### src/rtl/blk_search_pkg.sv
package blk_search_pkg;
   localparam int FLG_C  = 0;
   localparam int FLG_N  = 1;
   localparam int FLG_PV = 2;
   localparam int FLG_U3 = 3;
   localparam int FLG_H  = 4;
   localparam int FLG_U5 = 5;
   localparam int FLG_Z  = 6;
   localparam int FLG_S  = 7;

   typedef enum logic [1:0] {
      SEQ_IDLE  = 2'd0,
      SEQ_ISSUE = 2'd1,
      SEQ_WAIT  = 2'd2
   } seq_state_t;

   typedef struct packed {
      logic rep;
      logic down;
      logic carry;
   } run_cfg_t;
endpackage

### src/rtl/blk_search_rdtrack.sv
module blk_search_rdtrack #(
   parameter int LATENCY = 1
) (
   input  logic clk,
   input  logic rst_n,
   input  logic req,
   output logic valid
);
   if (LATENCY < 1) begin : g_bad_latency
      $error("blk_search_rdtrack: LATENCY must be at least 1");
   end

   if (LATENCY == 1) begin : g_single
      logic v_q;
      always_ff @(posedge clk) begin
         if (!rst_n) v_q <= 1'b0;
         else        v_q <= req;
      end
      assign valid = v_q;
   end else begin : g_shift
      logic [LATENCY-1:0] sh_q;
      always_ff @(posedge clk) begin
         if (!rst_n) sh_q <= '0;
         else        sh_q <= {sh_q[LATENCY-2:0], req};
      end
      assign valid = sh_q[LATENCY-1];
   end
endmodule

### src/rtl/blk_search_cmp.sv
module blk_search_cmp
   import blk_search_pkg::*;
#(
   parameter int DATA_W = 8,
   parameter int CNT_W  = 16
) (
   input  logic [DATA_W-1:0] ref_val,
   input  logic [DATA_W-1:0] mem_byte,
   input  logic [CNT_W-1:0]  cnt_after,
   input  logic              carry,
   output logic [7:0]        flg,
   output logic              equal
);
   localparam int NIB = 4;

   if (DATA_W < NIB) begin : g_bad_width
      $error("blk_search_cmp: DATA_W must be at least 4");
   end

   logic [DATA_W-1:0] diff;
   logic              nib_borrow;

   always_comb begin
      diff       = ref_val - mem_byte;
      equal      = (ref_val == mem_byte);
      nib_borrow = (ref_val[NIB-1:0] < mem_byte[NIB-1:0]);
      flg        = '0;
      flg[FLG_S]  = diff[DATA_W-1];
      flg[FLG_Z]  = equal;
      flg[FLG_H]  = nib_borrow;
      flg[FLG_PV] = |cnt_after;
      flg[FLG_N]  = 1'b1;
      flg[FLG_C]  = carry;
   end
endmodule

### src/rtl/blk_search_cost.sv
module blk_search_cost #(
   parameter int CYC_W     = 32,
   parameter int ITER_COST = 21,
   parameter int EXIT_COST = 16,
   parameter int STEP_COST = 16
) (
   input  logic             clk,
   input  logic             rst_n,
   input  logic             clear,
   input  logic             charge_iter,
   input  logic             charge_exit,
   input  logic             charge_step,
   output logic [CYC_W-1:0] total
);
   localparam logic [CYC_W-1:0] C_ITER = CYC_W'(ITER_COST);
   localparam logic [CYC_W-1:0] C_EXIT = CYC_W'(EXIT_COST);
   localparam logic [CYC_W-1:0] C_STEP = CYC_W'(STEP_COST);

   if (CYC_W < 8) begin : g_bad_width
      $error("blk_search_cost: CYC_W too narrow");
   end

   logic [CYC_W-1:0] sum_q;
   logic [CYC_W-1:0] add;

   always_comb begin
      add = '0;
      if (charge_iter) add = add + C_ITER;
      if (charge_exit) add = add + C_EXIT;
      if (charge_step) add = add + C_STEP;
   end

   always_ff @(posedge clk) begin
      if (!rst_n)     sum_q <= '0;
      else if (clear) sum_q <= '0;
      else            sum_q <= sum_q + add;
   end

   assign total = sum_q;
endmodule

### src/rtl/blk_search_engine.sv
module blk_search_engine
   import blk_search_pkg::*;
#(
   parameter int DATA_W     = 8,
   parameter int ADDR_W     = 16,
   parameter int CNT_W      = 16,
   parameter int CYC_W      = 32,
   parameter int RD_LATENCY = 1,
   parameter int ITER_COST  = 21,
   parameter int EXIT_COST  = 16,
   parameter int STEP_COST  = 16
) (
   input  logic              clk,
   input  logic              rst_n,
   input  logic              start,
   input  logic              repeat_mode,
   input  logic              dir_down,
   input  logic              carry_in,
   input  logic [DATA_W-1:0] acc_in,
   input  logic [ADDR_W-1:0] ptr_in,
   input  logic [CNT_W-1:0]  cnt_in,
   input  logic              irq_pending,
   output logic              mem_rd,
   output logic [ADDR_W-1:0] mem_addr,
   input  logic [DATA_W-1:0] mem_rdata,
   output logic              busy,
   output logic              done,
   output logic              match,
   output logic              suspended,
   output logic [7:0]        flags,
   output logic [ADDR_W-1:0] ptr_o,
   output logic [CNT_W-1:0]  cnt_o,
   output logic [CYC_W-1:0]  cycles
);
   localparam logic [ADDR_W-1:0] PTR_ONE = ADDR_W'(1);
   localparam logic [CNT_W-1:0]  CNT_ONE = CNT_W'(1);

   if (ADDR_W < 2 || CNT_W < 2) begin : g_bad_dims
      $error("blk_search_engine: ADDR_W and CNT_W must be at least 2");
   end
   if (ITER_COST < 0 || EXIT_COST < 0 || STEP_COST < 0) begin : g_bad_cost
      $error("blk_search_engine: costs must be non-negative");
   end

   seq_state_t        state_q;
   run_cfg_t          cfg_q;
   logic [DATA_W-1:0] acc_q;
   logic [ADDR_W-1:0] ptr_q;
   logic [CNT_W-1:0]  cnt_q;
   logic [7:0]        flags_q;
   logic              match_q;
   logic              susp_q;
   logic              done_q;

   logic              accept;
   logic              issue;
   logic              rd_valid;
   logic              cmp_now;
   logic [7:0]        cmp_flags;
   logic              cmp_equal;
   logic [ADDR_W-1:0] ptr_step;
   logic              loop_over;
   logic              take_irq;
   logic              end_run;

   assign accept  = (state_q == SEQ_IDLE) && start;
   assign issue   = (state_q == SEQ_ISSUE);
   assign cmp_now = (state_q == SEQ_WAIT) && rd_valid;

   blk_search_rdtrack #(
      .LATENCY (RD_LATENCY)
   ) u_rdtrack (
      .clk   (clk),
      .rst_n (rst_n),
      .req   (issue),
      .valid (rd_valid)
   );

   blk_search_cmp #(
      .DATA_W (DATA_W),
      .CNT_W  (CNT_W)
   ) u_cmp (
      .ref_val   (acc_q),
      .mem_byte  (mem_rdata),
      .cnt_after (cnt_q),
      .carry     (cfg_q.carry),
      .flg       (cmp_flags),
      .equal     (cmp_equal)
   );

   blk_search_cost #(
      .CYC_W     (CYC_W),
      .ITER_COST (ITER_COST),
      .EXIT_COST (EXIT_COST),
      .STEP_COST (STEP_COST)
   ) u_cost (
      .clk         (clk),
      .rst_n       (rst_n),
      .clear       (accept),
      .charge_iter (cmp_now && cfg_q.rep),
      .charge_exit (cmp_now && cfg_q.rep && loop_over),
      .charge_step (cmp_now && !cfg_q.rep),
      .total       (cycles)
   );

   always_comb begin
      ptr_step  = cfg_q.down ? (ptr_q - PTR_ONE) : (ptr_q + PTR_ONE);
      loop_over = cmp_equal || (cnt_q == '0);
      take_irq  = cfg_q.rep && !loop_over && irq_pending;
      end_run   = !cfg_q.rep || loop_over || take_irq;
   end

   always_ff @(posedge clk) begin
      if (!rst_n) begin
         state_q <= SEQ_IDLE;
         cfg_q   <= '0;
         acc_q   <= '0;
         ptr_q   <= '0;
         cnt_q   <= '0;
         flags_q <= '0;
         match_q <= 1'b0;
         susp_q  <= 1'b0;
         done_q  <= 1'b0;
      end else begin
         done_q <= 1'b0;
         unique case (state_q)
            SEQ_IDLE: begin
               if (start) begin
                  cfg_q.rep   <= repeat_mode;
                  cfg_q.down  <= dir_down;
                  cfg_q.carry <= carry_in;
                  acc_q       <= acc_in;
                  ptr_q       <= ptr_in;
                  cnt_q       <= cnt_in;
                  match_q     <= 1'b0;
                  susp_q      <= 1'b0;
                  state_q     <= SEQ_ISSUE;
               end
            end
            SEQ_ISSUE: begin
               cnt_q   <= cnt_q - CNT_ONE;
               state_q <= SEQ_WAIT;
            end
            SEQ_WAIT: begin
               if (rd_valid) begin
                  flags_q <= cmp_flags;
                  match_q <= cmp_equal;
                  ptr_q   <= ptr_step;
                  if (end_run) begin
                     susp_q  <= take_irq;
                     done_q  <= 1'b1;
                     state_q <= SEQ_IDLE;
                  end else begin
                     state_q <= SEQ_ISSUE;
                  end
               end
            end
            default: state_q <= SEQ_IDLE;
         endcase
      end
   end

   assign mem_rd    = issue;
   assign mem_addr  = ptr_q;
   assign busy      = (state_q != SEQ_IDLE);
   assign done      = done_q;
   assign match     = match_q;
   assign suspended = susp_q;
   assign flags     = flags_q;
   assign ptr_o     = ptr_q;
   assign cnt_o     = cnt_q;
endmodule

### config.mk
export PLATFORM = sky130hd
export DESIGN_NAME = blk_search_engine
export DESIGN_NICKNAME = d
export VERILOG_FILES = /design/src/rtl/blk_search_pkg.sv /design/src/rtl/blk_search_rdtrack.sv /design/src/rtl/blk_search_cmp.sv /design/src/rtl/blk_search_cost.sv /design/src/rtl/blk_search_engine.sv
export SDC_FILE = /design/constraint.sdc
export NUM_CORES = 1
export LEC_CHECK = 0
export ABC_AREA = 1
export BUFFER_PORTS_ARGS = -buffer_cell sky130_fd_sc_hd__buf_2
export CORE_ASPECT_RATIO = 1.5
export CORE_UTILIZATION = 54
export DETAILED_ROUTE_END_ITERATION = 10
export PLACE_DENSITY_LB_ADDON = 0.3
export SKIP_LAST_GASP = 1
export SLEW_MARGIN = 30
export SYNTH_ARGS = -nofsm -noshare
export SYNTH_HDL_FRONTEND = slang
export SYNTH_SLANG_ARGS = --single-unit
### constraint.sdc
create_clock -name clk -period 3.03 [get_ports clk]
set_input_delay 0.303 -clock clk [delete_from_list [all_inputs] [get_ports clk]]
set_output_delay 0.303 -clock clk [all_outputs]
set_load 0.02 [all_outputs]
==> results.toml, run 1 <==
[run_status]
status = "complete, no violations"

[worst_setup_path]
reg2regPathDepth = 15
end_kind = "flop"
critPathRequiredTime_ns = 3.29
crit_chain = "inv_1, ha_1, nand2_1, nor2_1, nand3_1, nand2_1, a21oi_1, ha_1, nand2_1, inv_2, nand3_1, a21oi_4, nand2_1, o21ai_0, a21boi_1"
critical_path_arrival_ns = 3.03
path_common_cell = "nand2_1"
reg2reg_from = "cnt_o[0]$_SDFFE_PN0P_"
critPathMaxFanout = 5
startpoint_type = "flop"
max_stage_delay_ns = 0.32
crit_path_start = "cnt_o[0]$_SDFFE_PN0P_"
critPathKind = "reg -> reg"
crit_slowest_cell = "dfxtp_1"

[route]
vias = 5899
wl_mm = 15.1
wl_per_cell_um = 13.3
drt_iter0_drc = 332
final_antenna_net_count = 0
dr.pass1.iters = 5
vias_per_cell = 5.18
drc = 0

[timing]
fin_crit_ns = 2.76
drv_slew = 0
rsz0062_at_grt = "false"
setup_violations = 0
fin_skew_ns = 0.00536
finalSetupTns_ns = 0
hold_ws_ns = 0.216
clock.fmax_mhz = 362
tightest_slew_ns = 0.575
max_slew_margin = 0.615
hold_viol_final = 0
period_share = 0.912

[grt]
grt_max_degree = 34
grt_pass1_vias = 5346
grt_use_total = 0.283
grt_pass1_wl_mm = 24.4
antenna_found_initial = 0
overflow = 0

[power]
cellLeakagePower_nw = 3.38
switching_share = 0.329
pwr-share-comb = 0.264
ir_worst_vdd_mv = 0.308
power.total_w = 0.00320
power.density_mw_per_mm2 = 480
seq_power_share = 0.402
intPower_w = 0.00215
pwr-share-clk = 0.334
p_sw_w = 0.00105

[place]
dpl_cell_area_mm2 = 0.00636
hpwlAfterDp_mm = 11.3
io_buffers = 145
place_congestion = 0.907

[floorplan]
ios = 148
coreArea_mm2 = 0.0102
die_x_um = 85.6
fp.dieH_um = 127
die_area_mm2 = 0.0109
row_count = 45
initial_utilization = 0.556

[final_layout]
final_cell_mix = "213 x nand2_1, 145 x buf_2, 121 x inv_1"
stdcell_area_mm2 = 0.00668
n_fill_cell = 995
fin_nets = 1081
syn_to_final_growth_pct = 17.8
diodes = 0
drive_gt1_frac = 0.213
final_common_cell = "nand2_1"

[synthesis]
synthCells = 867
avgSynthCellArea_um2 = 6.54
synth_seq_cells = 87
synth-warning-count = 0
synth_largest_area_cell = "dfxtp_1"
synth_area_mm2 = 0.00567
yosysSeqAreaShare = 0.307
yosysTopAreaCellShare = 0.307
synthTopCellsByArea = "dfxtp_1 31%, nand2_1 14%, inv_1 8.1%"
synth.distinct_cells = 44

[cts]
clockRootBuffer = "clkbuf_16"
cts.sink_count = 87
insertion_delay_ns = 0.34
cts_made_buffers = 9
cts_tree = "built"
cts.reportedPaths.clkPinSlew_ns = 0.06
hold_buffers = 0
cts_max_path_buffers = 2
cts_max_level = 3

[worst_hold_path]
hold_start = "acc_in[4]"
hold_path.class = "in -> reg"
hold-path-cell-count = 3

[flow_run]
max-cap-violations = 0
-- logic make-up (layout without fill, tap and decap cells) --
group,Yosys count,count (layout),synth area share
AND/OR/NAND/NOR,411,411,0.317
buffers and inverters,171,300,0.135
AO/OA/AOI/OAI,155,155,0.154
flip-flops,87,87,0.307
adder cells (fa/ha/maj),29,29,0.0654
XOR/XNOR,13,13,0.0201
other,1,3,0.000662
-- stage by stage --
step / setup slack, ns / util / std cells
2_1_floorplan: 0.586 / - / 869
3_3_place_gp: 0.279 / 0.624 / 1123
3_5_place_dp: 0.183 / 0.624 / 1123
4_1_cts: 0.148 / 0.651 / 1135
5_1_grt: 0.0188 / 0.655 / 1139
6_report: 0.265 / 0.655 / 1139
-- worst paths after layout --
check	to	slack, ns
hold reg to reg	match$_SDFFE_PN0P_	0.46
setup / recovery	u_cost.total[17]$_SDFF_PP0_	0.27
setup reg to reg	u_cost.total[17]$_SDFF_PP0_	0.27
hold / removal	acc_q[4]$_SDFFE_PN0P_	0.22
-- power by group through the flow --
stage | clock [W] | combinational, W | sequential (W)
after floorplan | 0 | 0.000590 | 0.00136
after global routing | 0.00115 | 0.000948 | 0.00130
final | 0.00107 | 0.000847 | 0.00129
after global placement | 0 | 0.000830 | 0.00131
after detailed placement | 0 | 0.000839 | 0.00131
after CTS | 0.00109 | 0.000844 | 0.00129
-- per-layer routing --
layer / global-route usage / vias to the layer above / share of wire
li1: - / 3024 / -
met1: 0.287 / 2661 / 0.38
met2: 0.553 / 175 / 0.55
met3: 0.0588 / 39 / 0.044
met4: 0.110 / 0 / 0.029
met5: 0 / - / 0
-- worst max-delay path, delay by kind of cell (launching register included) --
| family | cells | cell delay, ns |
|---|---|---|
| AND/OR/NAND/NOR | 7 | 0.95 |
| AO/OA/AOI/OAI | 4 | 0.67 |
| adder cells (fa/ha/maj) | 2 | 0.52 |
| flip-flops | 1 | 0.32 |
| buffers and inverters | 2 | 0.23 |
-- cell type report --
| class | count | area (um2) | area share |
|---|---|---|---|
| well taps | 141 | 176 | 0.0264 |
| flip-flops and latches | 87 | 1740 | 0.261 |
| inverters | 132 | 499 | 0.0748 |
| repair buffers | 156 | 808 | 0.121 |
| clock buffers | 10 | 239 | 0.0358 |
| multi-input cells | 611 | 3180 | 0.476 |
| clock inverters | 2 | 35.0 | 0.00525 |
-- state kept, by name, indices dropped and copies added (netlist names) --
| signal | cells |
|---|---|
| acc_q | 8 |
| cfg_q | 3 |
| cnt_o | 16 |
| done | 1 |
| flags | 6 |
| match | 1 |
| mem_addr | 16 |
| state_q | 2 |
| suspended | 1 |
| u_cost.total | 32 |
| u_rdtrack.valid | 1 |
-- repair_timing --
item | CTS | global route
resized for setup | 0 | 5
endpoints found under the setup margin | 0 | 8
setup buffers | 0 | 4
-- synthesized netlist by cell type (all sizes together) --
master / n
a211oi: 5
a21boi: 1
a21oi: 71
a31o: 2
a31oi: 10
a32o: 1
and2: 1
buf: 32
clkbuf: 7
clkinv: 1
conb: 1
dfxtp: 87
fa: 1
ha: 28
inv: 131
nand2: 214
nand3: 52
nand3b: 6
nand4: 11
nor2: 100
nor3: 14
nor3b: 1
nor4: 2
o211ai: 4
o21a: 3
o21ai: 57
o21bai: 1
or2: 10
xnor2: 4
xor2: 9
No activity file was read; power rests on OpenSTA's default activity.
==> run 2: changes to the inputs <==
Settings changed: ABC_AREA 1 to not set, CORE_UTILIZATION 54 to 52.
==> run 2 against run 1 <==
Net effect:
- the run now ends with negative setup slack left
- first-iteration DRC count fell by 18%
- via count fell by 12%
- synthesized cell count fell by 27%
- global-route usage fell by 0.76 points
- count of clock-buffer cells in the layout did not move
- critical path depth fell by 2
- largest cell class unchanged
==> results.toml, run 2 <==
[final_layout]
final_common_cell = "buf_2"
largest_reg_flops = 32
diodes = 0
post-route-util = 0.669
fin_nets = 861
syn_to_final_growth_pct = 24.6
drive_gt1_frac = 0.270
final_cell_mix = "146 x buf_2, 86 x dfxtp_1, 71 x a21oi_1"

[synthesis]
synthTopCellsByArea = "dfxtp_1 35%, a21oi_1 7.4%, ha_1 7.1%"
synthFlopType = "dfxtp_1"
synthTopCellsByCount = "87 x dfxtp_1, 73 x a21oi_1, 69 x nand2_1"
synth_edf_count = 0
synth_seq_cells = 87
yosysMostFrequentCell = "dfxtp_1"
synth_largest_area_cell = "dfxtp_1"
synth.distinct_cells = 60
yosysSeqAreaShare = 0.351
yosysTopAreaCellShare = 0.351
synth_area_mm2 = 0.00497
avgSynthCellArea_um2 = 7.85
synthCells = 633
async_flop_share = 0
synth-warning-count = 0

[power]
ir_worst_vdd_mv = 0.371
power.density_mw_per_mm2 = 511
pwr-share-comb = 0.240
p_sw_w = 0.00102
intPower_w = 0.00215
pwr-share-clk = 0.359
cellLeakagePower_nw = 2.85
switching_share = 0.321
seq_power_share = 0.401

[grt]
antenna_found_initial = 0
overflow = 0
grt_use_total = 0.276
grt_max_degree = 30
grt_pass1_vias = 4860
grt_pass1_wl_mm = 21.4

[run_status]
violations = "negative setup slack"
status = "finished, violations left"

[route]
final_antenna_net_count = 0
dr.pass1.iters = 5
vias = 5176
wl_met1_mm = 5.56
vias_per_cell = 5.79
drc = 0
wl_met3_um = 722
highest_layer = "met4"
dr_wl_met2_mm = 6.81
wl_mm = 13.5
drt_iter0_drc = 271
wl_per_cell_um = 15.1

[place]
hpwlAfterDp_mm = 9.74
place_congestion = 0.894
io_buffers = 145

[worst_setup_path]
critPathRequiredTime_ns = 3.30
end_kind = "flop"
critical_path_arrival_ns = 3.32
startpoint_type = "flop"
critPathKind = "reg -> reg"
critPathMaxFanout = 7

[timing]
drv_slew = 0
layout_setup_ws_ns = -0.0195
tightest_slew_ns = 0.699
max_slew_margin = 0.531
rsz0062_at_grt = "true"
hold_viol_final = 0
fin_skew_ns = 0.00890
hold_ws_ns = 0.196
period_share = 1.01
fin_crit_ns = 3.05
clock.fmax_mhz = 328
setup_violations = 2

[cts]
hold_buffers = 0
insertion_delay_ns = 0.34
cts.sink_count = 87
cts_max_level = 3
cts_made_buffers = 9
cts.reportedPaths.clkPinSlew_ns = 0.07
clockRootBuffer = "clkbuf_16"
cts_tree = "built"
cts_max_path_buffers = 2

[floorplan]
initial_utilization = 0.537
die_area_mm2 = 0.00996
ios = 148
die_x_um = 81.8
fp.dieH_um = 122
coreArea_mm2 = 0.00925
row_count = 43

[flow_run]
max-cap-violations = 0

[worst_hold_path]
hold_path.class = "in -> reg"
## run 2: cell type report
cell class	instances	area, um2
fillers	810	3070
multi-input cells	485	2980
flip-flops and latches	87	1740
repair buffers	176	956
clock buffers	10	229
well taps	112	140
clock inverters	6	70.1
inverters	18	67.6
## run 2: path summary, 6_finish.rpt
kind,startpoint,endpoint,slack (ns),cells past startpoint
worst max register to register,cnt_o[10]$_SDFFE_PN0P_,u_cost.total[21]$_SDFF_PP0_,-0.02,13
worst max-delay path,cnt_o[10]$_SDFFE_PN0P_,u_cost.total[21]$_SDFF_PP0_,-0.02,13
worst min register to register,match$_SDFFE_PN0P_,match$_SDFFE_PN0P_,0.46,2
worst min-delay path,acc_in[4],acc_q[4]$_SDFFE_PN0P_,0.20,3
## run 2: power groups by stage
stage / Clock [W] / Sequential [W] / Combinational (W)
finish: 0.00114 / 0.00127 / 0.000759
detailed placement: 0 / 0.00129 / 0.000742
global placement: 0 / 0.00129 / 0.000721
global route: 0.00119 / 0.00128 / 0.000841
floorplan: 0 / 0.00135 / 0.000457
CTS: 0.00114 / 0.00127 / 0.000745
## run 2: what timing repair did
item	4_1_cts	5_1_grt
endpoints found under the setup margin	0	11
buffers inserted	0	5
gates resized for setup	0	9
## run 2: through the flow
stage	instances	power (W)	cell area, um2	TNS [ns]	setup WS, ns
after floorplan	635	0.00181	4990	0	0.0130
after global placement	873	0.00201	5820	0	0.109
after detailed placement	873	0.00204	5820	0	0.0353
after CTS	889	0.00316	6120	0	0.00158
after global routing	894	0.00331	6190	-1.38	-0.156
final	894	0.00316	6190	-0.0209	-0.0195
## run 2: per-layer routing
layer / vias up / track usage
met4: 0 / 0.125
met3: 37 / 0.0532
li1: 2542 / -
met1: 2430 / 0.314
met5: - / 0
met2: 167 / 0.483
## run 2: critical path, cell delays in order (launching register included)
cell and delay [ns]:
dfxtp_2 0.32, or4_4 0.57, nor4_4 0.27, nand3_2 0.11, nand2b_1 0.11, a21oi_2 0.07, ha_1 0.30, nand2_1 0.06
o21bai_1 0.19, a21o_1 0.17, a31oi_2 0.10, buf_4 0.17, or4_1 0.40, a21oi_1 0.13
## run 2: cell families (layout without fill, tap and decap cells)
| logic type | after synthesis | after routing | share of synthesized area |
|---|---|---|---|
| flip-flops | 87 | 87 | 0.351 |
| buffers and inverters | 63 | 210 | 0.0615 |
| AO/OA/AOI/OAI | 166 | 166 | 0.202 |
| AND/OR/NAND/NOR | 250 | 250 | 0.243 |
| adder cells (fa/ha/maj) | 29 | 29 | 0.0746 |
| XOR/XNOR | 32 | 32 | 0.0564 |
| other | 1 | 3 | 0.000755 |
| multiplexers | 5 | 5 | 0.0106 |
==> run 3: changes to the inputs <==
==> constraint.sdc (replaced) <==
create_clock -name clk -period 3.03 [get_ports clk]
set_input_delay 0.303 -clock clk [delete_from_list [all_inputs] [get_ports clk]]
set_output_delay 0.303 -clock clk [all_outputs]
set_load 0.05 [all_outputs]
==> run 3 against run 2 <==
Net effect:
- the flow still finishes with violations (negative setup slack)
- final cell count is 0.56% lower
- sequential power hardly changed
- non-clock buffer count is 5 lower
- critical path type unchanged
- largest power group unchanged
==> results.toml, run 3 (synthesis results as in run 2) <==
[run_status]
status = "finished, violations left"
violations = "negative setup slack"

[power]
pwr-share-clk = 0.348
seq_power_share = 0.379
intPower_w = 0.00217
switching_share = 0.356
pwr-share-comb = 0.273
power.density_mw_per_mm2 = 547
cellLeakagePower_nw = 2.85
power.total_w = 0.00336
ir_worst_vdd_mv = 0.352
p_sw_w = 0.00120

[place]
place_congestion = 0.920
hpwlAfterDp_mm = 9.79
io_buffers = 145

[cts]
cts_max_path_buffers = 2
insertion_delay_ns = 0.35
cts_max_level = 3
clockRootBuffer = "clkbuf_16"
cts_tree = "built"
cts.reportedPaths.clkPinSlew_ns = 0.07
cts_made_buffers = 9
cts.sink_count = 87

[final_layout]
final_cell_mix = "146 x buf_2, 81 x dfxtp_1, 72 x a21oi_1"
fin_nets = 856
regArea_mm2 = 0.00175
syn_to_final_growth_pct = 23.7
largest_reg_flops = 32
multi_input_area_mm2 = 0.00296
n_fill_cell = 830
drive_gt1_frac = 0.266
final_common_cell = "buf_2"
diodes = 0

[worst_setup_path]
crit_slowest_cell = "or4_4"
end_kind = "flop"
crit_chain = "or4_4, nor4_4, nand3_1, nand2b_1, a21oi_2, ha_1, nand2_1, o21bai_1, a21o_1, a31oi_2, buf_4, or4_1, a21oi_1"
critPathMaxFanout = 6
startpoint_type = "flop"
critPathRequiredTime_ns = 3.31
critical_path_arrival_ns = 3.33
critPathKind = "reg -> reg"
max_stage_delay_ns = 0.58

[timing]
period_share = 1.01
finalSetupTns_ns = -0.0475
max_slew_margin = 0.486
setup_violations = 3
fin_crit_ns = 3.06
rsz0062_at_grt = "true"
drv_slew = 0
layout_setup_ws_ns = -0.0289
hold_viol_final = 0
tightest_slew_ns = 0.765
clock.fmax_mhz = 327
fin_skew_ns = 0.00971

[flow_run]
max-cap-violations = 0

[route]
vias = 5110
dr.pass1.iters = 4
wl_mm = 13.5
drt_iter0_drc = 229
vias_per_cell = 5.75
wl_per_cell_um = 15.2
drc = 0
final_antenna_net_count = 0

[floorplan]
coreArea_mm2 = 0.00925
die_area_mm2 = 0.00996
ios = 148
initial_utilization = 0.537
fp.dieH_um = 122
die_x_um = 81.8
row_count = 43

[grt]
grt_max_degree = 43
grt_pass1_wl_mm = 21.9
antenna_found_initial = 0
overflow = 0
grt_pass1_vias = 4937
grt_use_total = 0.282

[worst_hold_path]
hold_path.class = "in -> reg"
## run 3: worst paths after layout
path	endpoint	start	depth (start not counted)	slack, ns
setup / recovery	u_cost.total[21]$_SDFF_PP0_	cnt_o[8]$_SDFFE_PN0P_	13	-0.03
hold / removal	acc_q[0]$_SDFFE_PN0P_	acc_in[0]	3	0.19
setup reg to reg	u_cost.total[21]$_SDFF_PP0_	cnt_o[8]$_SDFFE_PN0P_	13	-0.03
hold reg to reg	flags[0]$_SDFFE_PN0N_	cfg_q[0]$_SDFFE_PN0P_	2	0.46
## run 3: power by group through the flow
stage,Combinational (W),Sequential [W],Clock (W)
6_report,0.000919,0.00127,0.00117
3_5_place_dp,0.000910,0.00130,0
5_1_grt,0.000999,0.00128,0.00123
3_3_place_gp,0.000889,0.00129,0
4_1_cts,0.000917,0.00127,0.00119
2_1_floorplan,0.000521,0.00147,0
## run 3: timing repair
action                                  CTS  global route
hold buffers                              0             0
buffers inserted                          0             2
endpoints found under the setup margin    0            16
gates resized for setup                   0             3
## run 3: worst max-delay path, delay by kind of cell (launching register included)
family / cells / cell delay (ns)
AND/OR/NAND/NOR: 6 / 1.48
AO/OA/AOI/OAI: 5 / 0.70
flip-flops: 1 / 0.34
adder cells (fa/ha/maj): 1 / 0.29
buffers and inverters: 1 / 0.17
## run 3: area by class of cell
class / instances / share of cell area
sequential: 87 / 0.285
tap: 112 / 0.0228
inverter: 18 / 0.0110
clock inverter: 6 / 0.0118
multi-input combinational: 485 / 0.481
clock buffer: 10 / 0.0389
timing repair buffer: 171 / 0.149
## run 3: stage by stage
step / setup WS [ns] / util / hold WS [ns] / instance area (um2) / instances
6_report: -0.0289 / 0.664 / 0.192 / 6150 / 889
5_1_grt: -0.162 / 0.664 / 0.202 / 6150 / 889
3_3_place_gp: 0.141 / 0.627 / 0.438 / 5800 / 870
3_5_place_dp: 0.0517 / 0.627 / 0.447 / 5800 / 870
4_1_cts: 0.00949 / 0.661 / 0.188 / 6120 / 886
2_1_floorplan: 0.0147 / - / 0.432 / 5000 / 635
## run 3: metal layers
metal | GRT usage | part of all wire
met3 | 0.0464 | 0.046
met4 | 0.115 | 0.016
met1 | 0.312 | 0.40
met5 | 0 | 0
met2 | 0.514 | 0.53
